<file path="src/rtl/victim_dm_cache.sv">
module victim_dm_cache #(
  parameter int TAG_W  = 4,
  parameter int IDX_W  = 2,
  parameter int DATA_W = 8,
  parameter int VICT_N = 4
) (
  input  logic                    clk,
  input  logic                    rst_n,
  input  logic                    req_valid,
  input  logic [TAG_W+IDX_W-1:0]  req_addr,
  output logic                    req_ready,
  output logic                    resp_valid,
  output logic [DATA_W-1:0]       resp_data,
  output logic [1:0]              resp_src,
  output logic                    refill_req_valid,
  output logic [TAG_W+IDX_W-1:0]  refill_req_addr,
  input  logic                    refill_valid,
  input  logic [DATA_W-1:0]       refill_data,
  output logic                    evict_valid,
  output logic [TAG_W+IDX_W-1:0]  evict_addr,
  output logic [DATA_W-1:0]       evict_data
);
  localparam int AW   = TAG_W + IDX_W;
  localparam int SETS = 1 << IDX_W;
  localparam int VP_W = (VICT_N > 1) ? $clog2(VICT_N) : 1;

  typedef enum logic [1:0] {S_IDLE, S_VLOOK, S_RWAIT} state_t;
  state_t state;

  logic [TAG_W-1:0]  dm_tag [SETS];
  logic [DATA_W-1:0] dm_dat [SETS];
  logic [SETS-1:0]   dm_v;
  logic [AW-1:0]     vc_addr [VICT_N];
  logic [DATA_W-1:0] vc_dat  [VICT_N];
  logic [VICT_N-1:0] vc_v;
  logic [VP_W-1:0]   vc_ptr;
  logic [AW-1:0]     a_q;

  wire [IDX_W-1:0] in_idx = req_addr[IDX_W-1:0];
  wire [TAG_W-1:0] in_tag = req_addr[AW-1:IDX_W];
  wire [IDX_W-1:0] a_idx  = a_q[IDX_W-1:0];
  wire [TAG_W-1:0] a_tag  = a_q[AW-1:IDX_W];
  wire [AW-1:0]    displaced = {dm_tag[a_idx], a_idx};

  assign req_ready       = (state == S_IDLE);
  assign refill_req_addr = a_q;

  wire accept = req_valid && req_ready;
  wire dm_hit = dm_v[in_idx] && (dm_tag[in_idx] == in_tag);

  logic            vc_hit;
  logic [VP_W-1:0] vc_sel;
  always_comb begin
    vc_hit = 1'b0;
    vc_sel = '0;
    for (int i = 0; i < VICT_N; i++)
      if (vc_v[i] && vc_addr[i] == a_q) begin
        vc_hit = 1'b1;
        vc_sel = VP_W'(i);
      end
  end

  always_ff @(posedge clk) begin
    if (!rst_n) begin
      state            <= S_IDLE;
      dm_v             <= '0;
      vc_v             <= '0;
      vc_ptr           <= '0;
      a_q              <= '0;
      resp_valid       <= 1'b0;
      resp_data        <= '0;
      resp_src         <= 2'b00;
      refill_req_valid <= 1'b0;
      evict_valid      <= 1'b0;
      evict_addr       <= '0;
      evict_data       <= '0;
    end else begin
      resp_valid       <= 1'b0;
      refill_req_valid <= 1'b0;
      evict_valid      <= 1'b0;
      case (state)
        S_IDLE: if (accept) begin
          a_q <= req_addr;
          if (dm_hit) begin
            resp_valid <= 1'b1;
            resp_data  <= dm_dat[in_idx];
            resp_src   <= 2'b00;
          end else begin
            state <= S_VLOOK;
          end
        end
        S_VLOOK: begin
          if (vc_hit) begin
            dm_tag[a_idx]   <= a_tag;
            dm_dat[a_idx]   <= vc_dat[vc_sel];
            dm_v[a_idx]     <= 1'b1;
            vc_addr[vc_sel] <= displaced;
            vc_dat[vc_sel]  <= dm_dat[a_idx];
            vc_v[vc_sel]    <= dm_v[a_idx];
            resp_valid      <= 1'b1;
            resp_data       <= vc_dat[vc_sel];
            resp_src        <= 2'b01;
            state           <= S_IDLE;
          end else begin
            refill_req_valid <= 1'b1;
            state            <= S_RWAIT;
          end
        end
        S_RWAIT: if (refill_valid) begin
          dm_tag[a_idx] <= a_tag;
          dm_dat[a_idx] <= refill_data;
          dm_v[a_idx]   <= 1'b1;
          resp_valid    <= 1'b1;
          resp_data     <= refill_data;
          resp_src      <= 2'b10;
          if (dm_v[a_idx]) begin
            vc_addr[vc_ptr] <= displaced;
            vc_dat[vc_ptr]  <= dm_dat[a_idx];
            vc_v[vc_ptr]    <= 1'b1;
            vc_ptr          <= (vc_ptr == VP_W'(VICT_N - 1)) ? '0 : vc_ptr + 1'b1;
            evict_valid     <= vc_v[vc_ptr];
            evict_addr      <= vc_addr[vc_ptr];
            evict_data      <= vc_dat[vc_ptr];
          end
          state <= S_IDLE;
        end
        default: state <= S_IDLE;
      endcase
    end
  end

  a_r2_hit_next_cycle: assert property (@(posedge clk) disable iff (!rst_n)
    accept && dm_hit |=> resp_valid && resp_src == 2'b00 && !refill_req_valid);

  a_r3_victim_hit_resp: assert property (@(posedge clk) disable iff (!rst_n)
    (state == S_VLOOK) && vc_hit |=> resp_valid && resp_src == 2'b01);

  a_r4_refill_pulse: assert property (@(posedge clk) disable iff (!rst_n)
    refill_req_valid |=> !refill_req_valid);

  a_r4_refill_resp: assert property (@(posedge clk) disable iff (!rst_n)
    (state == S_RWAIT) && refill_valid |=> resp_valid && resp_src == 2'b10 && resp_data == $past(refill_data));

  a_r6_evict_with_refill: assert property (@(posedge clk) disable iff (!rst_n)
    evict_valid |-> resp_valid && resp_src == 2'b10);

  a_r7_busy_not_ready: assert property (@(posedge clk) disable iff (!rst_n)
    refill_req_valid |-> !req_ready);

endmodule

</file>
<file path="config.mk">
export PLATFORM = sky130hd
export DESIGN_NAME = victim_dm_cache
export DESIGN_NICKNAME = d
export VERILOG_FILES = /design/src/rtl/victim_dm_cache.sv
export SDC_FILE = /design/constraint.sdc
export NUM_CORES = 1
export LEC_CHECK = 0
export BUFFER_PORTS_ARGS = -buffer_cell sky130_fd_sc_hd__clkbuf_2
export CORE_MARGIN = 8
export CORE_UTILIZATION = 40
export CTS_BUF_LIST = sky130_fd_sc_hd__clkbuf_8
export DETAILED_ROUTE_END_ITERATION = 8
export PLACE_DENSITY = 0.65
export REMOVE_ABC_BUFFERS = 1
export SYNTH_ARGS = -nofsm -noshare
export SYNTH_HDL_FRONTEND = slang
export SYNTH_SLANG_ARGS = --single-unit
</file>
<file path="constraint.sdc">
create_clock -name clk -period 6.7 [get_ports clk]
set_clock_uncertainty 0.2 [all_clocks]
set_input_delay 1.34 -clock clk [delete_from_list [all_inputs] [get_ports clk]]
set_output_delay 1.34 -clock clk [all_outputs]
set_load 0.01 [all_outputs]
</file>
==> results of run 1 <==
==> kinds of logic (layout without fill, tap and decap cells) <==
family,count (synthesis),count (layout)
adders and majority gates,8,8
DFF,151,151
and+or+nand+nor,174,174
xor gates and xnor gates,28,28
muxes,46,46
buffers and inverters,53,101
AOI/OAI and AO/OA,122,122
==> state kept, by name (all words and copies together) (netlist names), 4 cells and up, named ones only <==
register         flops
vc_dat              32
evict_addr           6
refill_req_addr      6
dm_v                 4
evict_data           8
dm_tag              16
vc_v                 4
vc_addr             24
dm_dat              32
resp_data            8
==> Yosys cell counts, drive strengths merged, types with 2 or more instances <==
| cell type | number |
|---|---|
| mux2i | 4 |
| o2111ai | 2 |
| or4 | 2 |
| a41o | 8 |
| nor2b | 2 |
| inv | 8 |
| buf | 21 |
| dfxtp | 47 |
| and2 | 3 |
| or2 | 3 |
| or4b | 2 |
| or2b | 2 |
| o311ai | 8 |
| o211a | 3 |
| nor3 | 17 |
| nand3 | 14 |
| a21boi | 21 |
| xor2 | 11 |
| nor4 | 7 |
| o21a | 4 |
| a31oi | 8 |
| o21ai | 20 |
| edfxtp | 104 |
| and3 | 3 |
| ha | 8 |
| nor4b | 2 |
| nor3b | 3 |
| nand4 | 4 |
| nor2 | 27 |
| mux4 | 41 |
| xnor2 | 17 |
| clkbuf | 23 |
| o211ai | 6 |
| a21oi | 31 |
| nand2 | 82 |
==> layout make-up <==
cell class,instances,area (sq um),area share
repair buffers,61,330,0.0408
inverters,8,30.0,0.00371
well taps,229,287,0.0354
clock buffers,19,262,0.0323
multi-input cells,378,3000,0.370
clock inverters,13,131,0.0162
flip-flops and latches,151,4060,0.502
==> where the power goes <==
group | total [mW] | internal [mW] | leakage [nW] | switching [mW]
combinational | 0.327 | 0.122 | 1.19 | 0.205
clock | 0.687 | 0.349 | 0.206 | 0.338
sequential | 1.07 | 1.03 | 1.32 | 0.0386
==> worst min-delay path, cell delays in order (launching register included) <==
cell and delay (ps):
dfxtp_1 310, nand2_1 50, a21boi_0 60
==> metal layers <==
metal  vias to the layer above  share of wire  global-route usage
met1                      2538           0.42               0.220
met2                       237           0.49               0.285
met4                         0          0.015              0.0594
met3                        27          0.072              0.0412
met5                         -              0                   0
li1                       2286              -                   -
==> worst min path at each step <==
stage | endpoint | slack (ps) | depth (start not counted)
6_report | evict_addr[4]$_SDFFE_PN0N_ | 270 | 2
4_1_cts | evict_addr[4]$_SDFFE_PN0N_ | 270 | 2
3_5_place_dp | evict_addr[2]$_SDFFE_PN0N_ | 260 | 2
5_1_grt | resp_src[0]$_SDFFE_PN0P_ | 290 | 2
3_3_place_gp | resp_src[0]$_SDFFE_PN0P_ | 250 | 2
2_1_floorplan | dm_v[2]$_SDFFE_PN0P_ | 250 | 1
==> through the flow <==
stage / hold WS (ps) / utilization / total power [mW]
global route: 289 / 0.451 / 2.16
detailed placement: 259 / 0.429 / 1.41
CTS: 271 / 0.451 / 2.09
global placement: 248 / 0.429 / 1.41
floorplan: 252 / - / 1.28
finish: 267 / 0.451 / 2.08
==> impl_metrics.csv, run 1 <==
group,metric,value,unit
sta,tightest_slew,1240,ps
placement,gp_congestion,0.884,
cts,cts_tree,"yes",
worst_setup_path,max_stage_delay,950,ps
yosys,synth_flop_cell,"edfxtp_1",
worst_setup_path,crit_chain,"xor2_1 > nor4b_1 > and2_0 > o41a_1 > o21ai_0 > nor2_1",
cts,ctsHtreeMaxLevel,4,
yosys,synth_top_family_by_area,"multiplexers",
yosys,synth-compound-area-share,0.115,
placement,hpwl,13700,microns
global_routing,grt_pass1_wl,29900,microns
pwr,p_leak,2.72,nW
worst_setup_path,rr_startpoint,"refill_req_addr[1]$_SDFFE_PN0P_",
pwr,vdd_drop_max,0.115,mV
floorplanning,die_w,151,microns
sta,tns,0,ps
final_layout,final_cell_mix,"104 x edfxtp_1, 82 x nand2_1, 51 x clkbuf_2",
final_layout,finalNonFillerCells,859,
worst_setup_path,arrival,4010,ps
cts,ctsRootBufferMaster,"clkbuf_8",
floorplanning,fp-row-count,49,
cts,path_clk_slew,80,ps
yosys,synthMuxAreaShare,0.135,
global_routing,globalRouteTotalUtil,0.173,
sta,max_freq,241,MHz
drt,routed_wirelength,18800,microns
placement,port_buffers,51,
yosys,avgSynthCellArea,12.5,sq um
worst_setup_path,critPathTopFamily,"simple AND/OR/NAND/NOR gates",
cts,cts.hold.buffers_added,0,
worst_setup_path,path_class,"flip-flop to flip-flop",
pwr,p_per_area,257,nW/um^2
cts,postCtsSetupBuffers,0,
floorplanning,die_y,151,microns
sta,finalCritPeriodShare,0.620,
sta,drv_slew,0,
final_layout,layout_commonest_cell,"edfxtp_1",
final_layout,drive_gt1_frac,0.229,
final_layout,areaGrowthSynthToFinish,11.0,%
yosys,syn_area,7300,sq um
placement,placed_area,7710,sq um
hold_path,hp-class,"flip-flop to flip-flop",
cts,cts_buffers,17,
drt,drc,0,
worst_setup_path,cp_num_buf_inv,0,
hold_path,hold_start,"evict_addr[4]$_SDFFE_PN0N_",
worst_setup_path,worstSetupEndpointType,"flip-flop",
worst_setup_path,worstSetupStartpoint,"refill_req_addr[1]$_SDFFE_PN0P_",
worst_setup_path,r2r_slack,2550,ps
sta,fin_crit,4150,ps
global_routing,overflow,0,
drt,via_per_inst,5.92,
placement,place_ws,2330,ps
yosys,yosys.area.top_type,"edfxtp_1",
status,status,"complete, no violations",
floorplanning,core-area,18000,sq um
sta,relSlewSlack,0.167,
final_layout,layout.nets,643,
global_routing,antenna_found_initial,0,
yosys,synth-adder-area-share,0.0137,
worst_setup_path,path_depth,6,
floorplanning,initial_core_util,0.406,
drt,drt_iter0_markers,631,
yosys,synth_top_area_frac,0.428,
worst_setup_path,worst_path_max_delay_cell,"nor2_1",
yosys,synth-xor-area-share,0.0336,
worst_setup_path,cp_data_required_time,6560,ps
worst_setup_path,cp_max_fo,16,
yosys,seq_area_frac_synth,0.557,
sta,worst_slack,2550,ps
yosys,ys_types,59,
worst_setup_path,worstReg2RegEnd,"dm_dat[3][3]$_DFFE_PP_",
drt,first_pass_iters,5,
final_layout,postLayoutCellArea,8100,sq um
yosys,synth-async-reset-ratio,0,
cts,ctsResizeCount,0,
placement,place_inst,827,
drt,routed-via-count,5088,
yosys,synthSimpleGateAreaFrac,0.111,
global_routing,grt_pass1_vias,5149,
worst_setup_path,startpoint_type,"flip-flop",
floorplanning,io-pin-count,52,
cts,cts_num_sinks,151,
cts,clockBufferDepth,2,
yosys,synth_warnings,0,
sta,rsz0062_at_grt,"false",
worst_setup_path,crit_end,"dm_dat[3][3]$_DFFE_PP_",
sta,final-setup-viol-count,0,
final_layout,diodes,0,
final_layout,fillers,1610,
global_routing,grt_max_degree,55,
yosys,synth.top_cells.by_area,"edfxtp_1 43%, dfxtp_1 13%, mux4_2 12%, nand2_1 4.2%, a21boi_0 2.2%",
yosys,synth_edf_count,104,
drt,antenna_left,0,
job,max-cap-violations,0,
yosys,syn-instance-count,582,
floorplanning,dieArea,22800,sq um
cts,worstSkewPairLatency,450,ps
worst_setup_path,r2r_cells,6,
drt,wl_per_cell,21.9,microns
sta,finalHoldViolCount,0,
yosys,synth-seq-cells,151,
Note: power is estimated with default switching activity, not from simulation.
==> run 2, diff against run 1 <==
Settings changed: ABC_AREA set to 1.
Clock period 6.7 ns to 4.1 ns, I/O delays scaled along.
==> impl_metrics.csv, run 2 <==
group,metric,value,unit
status,status,"complete, no violations",
placement,hpwl,14900,microns
worst_setup_path,critPathTopFamily,"simple AND/OR/NAND/NOR gates",
hold_path,hp-class,"flip-flop to flip-flop",
global_routing,grt_pass1_wl,32500,microns
yosys,synth-compound-area-share,0.150,
final_layout,drive_gt1_frac,0.141,
worst_setup_path,rr_startpoint,"refill_req_addr[2]$_SDFFE_PN0P_",
sta,rsz0062_at_grt,"false",
yosys,synthSimpleGateAreaFrac,0.214,
final_layout,areaGrowthSynthToFinish,11.7,%
worst_setup_path,path_depth,12,
final_layout,layout.nets,945,
worst_setup_path,r2r_cells,12,
cts,cts_num_sinks,151,
cts,cts_tree,"yes",
sta,holdWs,273,ps
final_layout,layout_commonest_cell,"nand2_1",
hold_path,whs_endpoint,"resp_src[1]$_SDFFE_PN0P_",
yosys,synth-adder-area-share,0.0134,
cts,cts.hold.buffers_added,0,
floorplanning,die_w,153,microns
floorplanning,dieArea,23300,sq um
pwr,p_total,4.11,mW
sta,fin_crit,3450,ps
yosys,yosysMostFrequentCell,"nand2_1",
worst_setup_path,max_stage_delay,1030,ps
yosys,synth_warnings,0,
global_routing,grt_pass1_vias,5794,
worst_setup_path,worstSetupStartpoint,"refill_req_addr[2]$_SDFFE_PN0P_",
worst_setup_path,critPathMostFrequentCell,"nor2_4",
yosys,yosys.area.top_type,"edfxtp_1",
drt,wl_per_cell,18.1,microns
global_routing,grt_max_degree,36,
drt,first_pass_iters,8,
yosys,synth_top_area_frac,0.418,
job,max-cap-violations,0,
worst_setup_path,path_class,"flip-flop to flip-flop",
floorplanning,initial_core_util,0.403,
pwr,p_sw_frac,0.346,
drt,via_per_inst,5.47,
yosys,synth_flop_cell,"edfxtp_1",
yosys,synthMuxAreaShare,0,
worst_setup_path,worstSetupEndpointType,"flip-flop",
yosys,synthTopCellsByCount,"183 x nand2_1, 110 x o21ai_0, 108 x nor2_1",
pwr,p_switching,1.42,mW
hold_path,worstHoldPathCells,2,
sta,final-setup-viol-count,0,
worst_setup_path,arrival,3320,ps
sta,finalCritPeriodShare,0.841,
final_layout,diodes,0,
floorplanning,die_y,153,microns
worst_setup_path,worst_path_max_delay_cell,"nor2_1",
final_layout,postLayoutCellArea,8350,sq um
hold_path,hold_start,"resp_src[1]$_SDFFE_PN0P_",
cts,worstSkewPairLatency,470,ps
cts,ctsRootBufferMaster,"clkbuf_8",
global_routing,overflow,0,
cts,ctsHtreeMaxLevel,4,
yosys,synth_edf_count,104,
cts,ctsResizeCount,0,
pwr,power_frac_seq,0.459,
sta,max_freq,290,MHz
global_routing,globalRouteTotalUtil,0.180,
placement,place_ws,726,ps
drt,drt_iter0_markers,668,
sta,worst_slack,653,ps
cts,postCtsSetupBuffers,0,
drt,antenna_left,0,
worst_setup_path,startpoint_type,"flip-flop",
placement,placed_area,7970,sq um
global_routing,antenna_found_initial,0,
sta,tns,0,ps
yosys,syn-instance-count,870,
worst_setup_path,cp_num_buf_inv,3,
final_layout,reg_top3,"dm_dat: 32 flops, vc_dat: 32 flops, vc_addr: 24 flops",
cts,cts_buffers,17,
pwr,internal_power,2.68,mW
pwr,clkPwrFrac,0.270,
sta,finalHoldViolCount,0,
placement,gp_congestion,0.938,
pwr,p_leak,3.45,nW
cts,clockBufferDepth,2,
yosys,synth-async-reset-ratio,0,
worst_setup_path,cp_data_required_time,3980,ps
yosys,synth-xor-area-share,0.00821,
floorplanning,fp-row-count,50,
sta,drv_slew,0,
cts,path_clk_slew,80,ps
worst_setup_path,r2r_slack,650,ps
drt,drc,0,
worst_setup_path,worstReg2RegEnd,"dm_dat[2][5]$_DFFE_PP_",
sta,relSlewSlack,0.134,
final_layout,finalNonFillerCells,1166,
worst_setup_path,crit_chain,"inv_2 > nand2_1 > nand2_1 > inv_1 > nand3_2 > nor2_4 > nor2_4 > nand2_4 > nor2_4 > inv_1 > a31oi_1 > nor2_1",
floorplanning,io-pin-count,52,
yosys,synth_top_family_by_area,"simple AND/OR/NAND/NOR gates",
placement,place_inst,1134,
pwr,vdd_drop_max,0.217,mV
yosys,avgSynthCellArea,8.59,sq um
pwr,power.combinational.fraction,0.271,
floorplanning,core-area,18500,sq um
yosys,synth.top_cells.by_area,"edfxtp_1 42%, dfxtp_1 13%, nand2_1 9.2%, o21ai_0 7.4%, nor2_1 5.4%",
drt,routed_wirelength,21100,microns
final_layout,final_cell_mix,"183 x nand2_1, 110 x o21ai_0, 108 x nor2_1",
pwr,p_per_area,492,nW/um^2
yosys,seq_area_frac_synth,0.544,
sta,tightest_slew,1290,ps
yosys,syn_area,7470,sq um
placement,port_buffers,51,
final_layout,final_core_util,0.451,
yosys,synth-seq-cells,151,
worst_setup_path,cp_max_fo,26,
yosys,ys_types,40,
drt,routed-via-count,6380,
[run 2: cell count changes after synthesis, moves of 21 or more]
cell and delta:
a21boi_0 -21, a21oi_1 +28, inv_1 +61, mux4_2 -38, nand2_1 +101, nand3_1 +30, nor2_1 +82, o21ai_0 +98
[run 2: metal layers]
metal	GRT usage	part of all wire	vias to the layer above
li1	-	-	3052
met1	0.224	0.42	2985
met2	0.297	0.47	305
met3	0.0403	0.080	38
met4	0.0735	0.023	0
met5	0	0	-
[run 2: worst max-delay path by stage]
| stage | endpoint | slack (ps) |
|---|---|---|
| detailed placement | dm_dat[2][6]$_DFFE_PP_ | 730 |
| floorplan | dm_dat[0][0]$_DFFE_PP_ | 990 |
| CTS | dm_dat[2][5]$_DFFE_PP_ | 710 |
| global placement | dm_dat[2][0]$_DFFE_PP_ | 790 |
| finish | dm_dat[2][5]$_DFFE_PP_ | 650 |
| global route | dm_dat[2][5]$_DFFE_PP_ | 470 |
[run 2: logic make-up (layout without fill, tap and decap cells)]
kind of cell             after synthesis  count (layout)
AO/OA/AOI/OAI                        209             209
XOR/XNOR                               7               7
adder cells (fa/ha/maj)                8               8
buffers and inverters                122             184
flip-flops                           151             151
AND/OR/NAND/NOR                      373             373
[run 2: power by group through the flow]
stage | registers (mW) | logic, mW | clock network, mW
after detailed placement | 1.92 | 1.10 | 0
final | 1.88 | 1.11 | 1.11
after CTS | 1.88 | 1.10 | 1.13
after floorplan | 1.94 | 0.665 | 0
after global routing | 1.90 | 1.23 | 1.19
after global placement | 1.91 | 1.10 | 0
[run 2: layout make-up]
| cell class | instances | area, sq um |
|---|---|---|
| Tap cell | 234 | 293 |
| Fill cell | 1810 | 10200 |
| Timing Repair Buffer | 72 | 413 |
| Multi-Input combinational cell | 597 | 2890 |
| Sequential cell | 151 | 4060 |
| Inverter | 80 | 308 |
| Clock inverter | 13 | 114 |
| Clock buffer | 19 | 262 |
[run 2: worst register-to-register path, stage by stage, from the launching register on]
cell	delay, ps
dfxtp_1	560
inv_2	130
nand2_1	90
nand2_1	50
inv_1	50
nand3_2	190
nor2_4	220
nor2_4	130
nand2_4	100
nor2_4	40
inv_1	80
a31oi_1	180
nor2_1	1030
==> run 3, diff against run 2 <==
Settings changed: PLACE_DENSITY 0.65 to 0.67.
Clock period 4.1 ns to 2.9 ns, I/O delays scaled along.
==> impl_metrics.csv, run 3 (synthesis results as in run 2) <==
group,metric,value,unit
drt,routed-via-count,6244,
final_layout,reg_top3,"dm_dat: 32 flops, vc_dat: 32 flops, vc_addr: 24 flops",
pwr,power_frac_seq,0.457,
cts,cts_num_sinks,151,
pwr,p_sw_frac,0.348,
sta,drv_slew,0,
job,max-cap-violations,0,
worst_setup_path,r2r_slack,230,ps
global_routing,grt_pass1_wl,31600,microns
placement,gp_congestion,0.892,
worst_setup_path,cp_data_required_time,2860,ps
pwr,p_leak,3.51,nW
floorplanning,core-area,18500,sq um
hold_path,hold_start,"req_addr[4]",
placement,place_ws,-0.679,ps
final_layout,diodes,0,
pwr,p_switching,2.03,mW
floorplanning,die_w,153,microns
drt,wl_per_cell,17.0,microns
cts,ctsRootBufferMaster,"clkbuf_8",
worst_setup_path,rr_startpoint,"refill_req_addr[4]$_SDFFE_PN0P_",
worst_setup_path,worstSetupEndpointType,"flip-flop",
pwr,vdd_drop_max,0.347,mV
cts,path_clk_slew,80,ps
sta,fin_crit,2670,ps
floorplanning,dieArea,23300,sq um
placement,hpwl,14500,microns
sta,max_freq,375,MHz
worst_setup_path,cp_max_fo,25,
final_layout,final_cell_mix,"183 x nand2_1, 109 x o21ai_0, 108 x nor2_1",
drt,via_per_inst,5.30,
drt,first_pass_iters,6,
cts,clockBufferDepth,2,
pwr,internal_power,3.80,mW
drt,drt_iter0_markers,799,
global_routing,globalRouteTotalUtil,0.171,
worst_setup_path,startpoint_type,"flip-flop",
drt,routed_wirelength,20000,microns
placement,port_buffers,51,
final_layout,layout.nets,958,
cts,cts_buffers,17,
cts,ctsHtreeMaxLevel,4,
final_layout,drive_gt1_frac,0.160,
worst_setup_path,path_class,"flip-flop to flip-flop",
floorplanning,die_y,153,microns
floorplanning,initial_core_util,0.403,
cts,cts_tree,"yes",
worst_setup_path,arrival,2620,ps
floorplanning,io-pin-count,52,
pwr,power.combinational.fraction,0.275,
cts,worstSkewPairLatency,470,ps
placement,place_inst,1147,
drt,drc,0,
worst_setup_path,worstSetupStartpoint,"refill_req_addr[4]$_SDFFE_PN0P_",
hold_path,hp-class,"input port to flip-flop",
pwr,clkPwrFrac,0.269,
sta,relSlewSlack,0.491,
sta,finalCritPeriodShare,0.919,
status,status,"complete, no violations",
sta,final-setup-viol-count,0,
sta,tightest_slew,762,ps
global_routing,overflow,0,
floorplanning,fp-row-count,50,
final_layout,final_core_util,0.457,
pwr,p_per_area,689,nW/um^2
global_routing,antenna_found_initial,0,
final_layout,finalNonFillerCells,1179,
pwr,p_total,5.83,mW
sta,finalHoldViolCount,0,
drt,antenna_left,0,
sta,rsz0062_at_grt,"false",
final_layout,layout_commonest_cell,"nand2_1",
sta,worst_slack,235,ps
global_routing,grt_pass1_vias,5806,
final_layout,areaGrowthSynthToFinish,13.3,%
global_routing,grt_max_degree,37,
sta,tns,0,ps
-- run 3: cell count changes in the layout (fill, tap and decap cells not counted), sizes merged --
cell / change
inv: +1
buf: +13
clkbuf: -2
clkinvlp: +3
clkinv: -2
-- run 3: power groups by stage --
stage          clock, mW  sequential [mW]  combinational (mW)
6_report            1.56             2.66                1.60
5_1_grt             1.67             2.68                1.78
4_1_cts             1.59             2.66                1.59
3_5_place_dp           0             2.70                1.59
3_3_place_gp           0             2.70                1.57
2_1_floorplan          0             2.74               0.940
-- run 3: repair_timing --
item | CTS | global route
setup buffers | 0 | 0
hold buffers | 0 | 0
setup endpoints to repair | 28 | 92
resized for setup | 1 | 7
-- run 3: path summary, 6_finish.rpt --
path	endpoint	depth (start not counted)
setup / recovery	vc_addr[3][0]$_DFFE_PP_	12
hold / removal	refill_req_addr[4]$_SDFFE_PN0P_	3
setup reg to reg	vc_addr[3][0]$_DFFE_PP_	12
hold reg to reg	resp_src[0]$_SDFFE_PN0P_	2
-- run 3: layout make-up --
| type | instances | area (sq um) |
|---|---|---|
| Clock inverter | 15 | 143 |
| Timing Repair Buffer | 85 | 510 |
| Inverter | 80 | 308 |
| Sequential cell | 151 | 4070 |
| Multi-Input combinational cell | 597 | 2900 |
| Fill cell | 1741 | 10100 |
| Clock buffer | 17 | 234 |
| Tap cell | 234 | 293 |
-- run 3: worst max-delay path, stage by stage (launching register included) --
cell and delay (ps):
dfxtp_1 320, buf_4 180, a21oi_1 260, nand3_4 200, nor2_4 200, nor2_4 50, buf_4 220, inv_1 90
o21ai_0 110, inv_1 80, nand2_1 70, nor2_1 100, buf_4 240
-- run 3: stage by stage --
| stage | cell area [sq um] | hold WS, ps |
|---|---|---|
| global placement | 8070 | 258 |
| finish | 8460 | 232 |
| floorplan | 7250 | 240 |
| detailed placement | 8070 | 263 |
| global route | 8460 | 229 |
| CTS | 8450 | 209 |
-- run 3: metal layers --
metal  vias to the layer above  share of wire  wire (microns)  track usage
met5                         -              0               0            0
met4                         0          0.021             414       0.0825
met2                       284           0.47            9360        0.275
li1                       3072              -               -            -
met3                        40          0.065            1310       0.0286
met1                      2848           0.45            8930        0.220
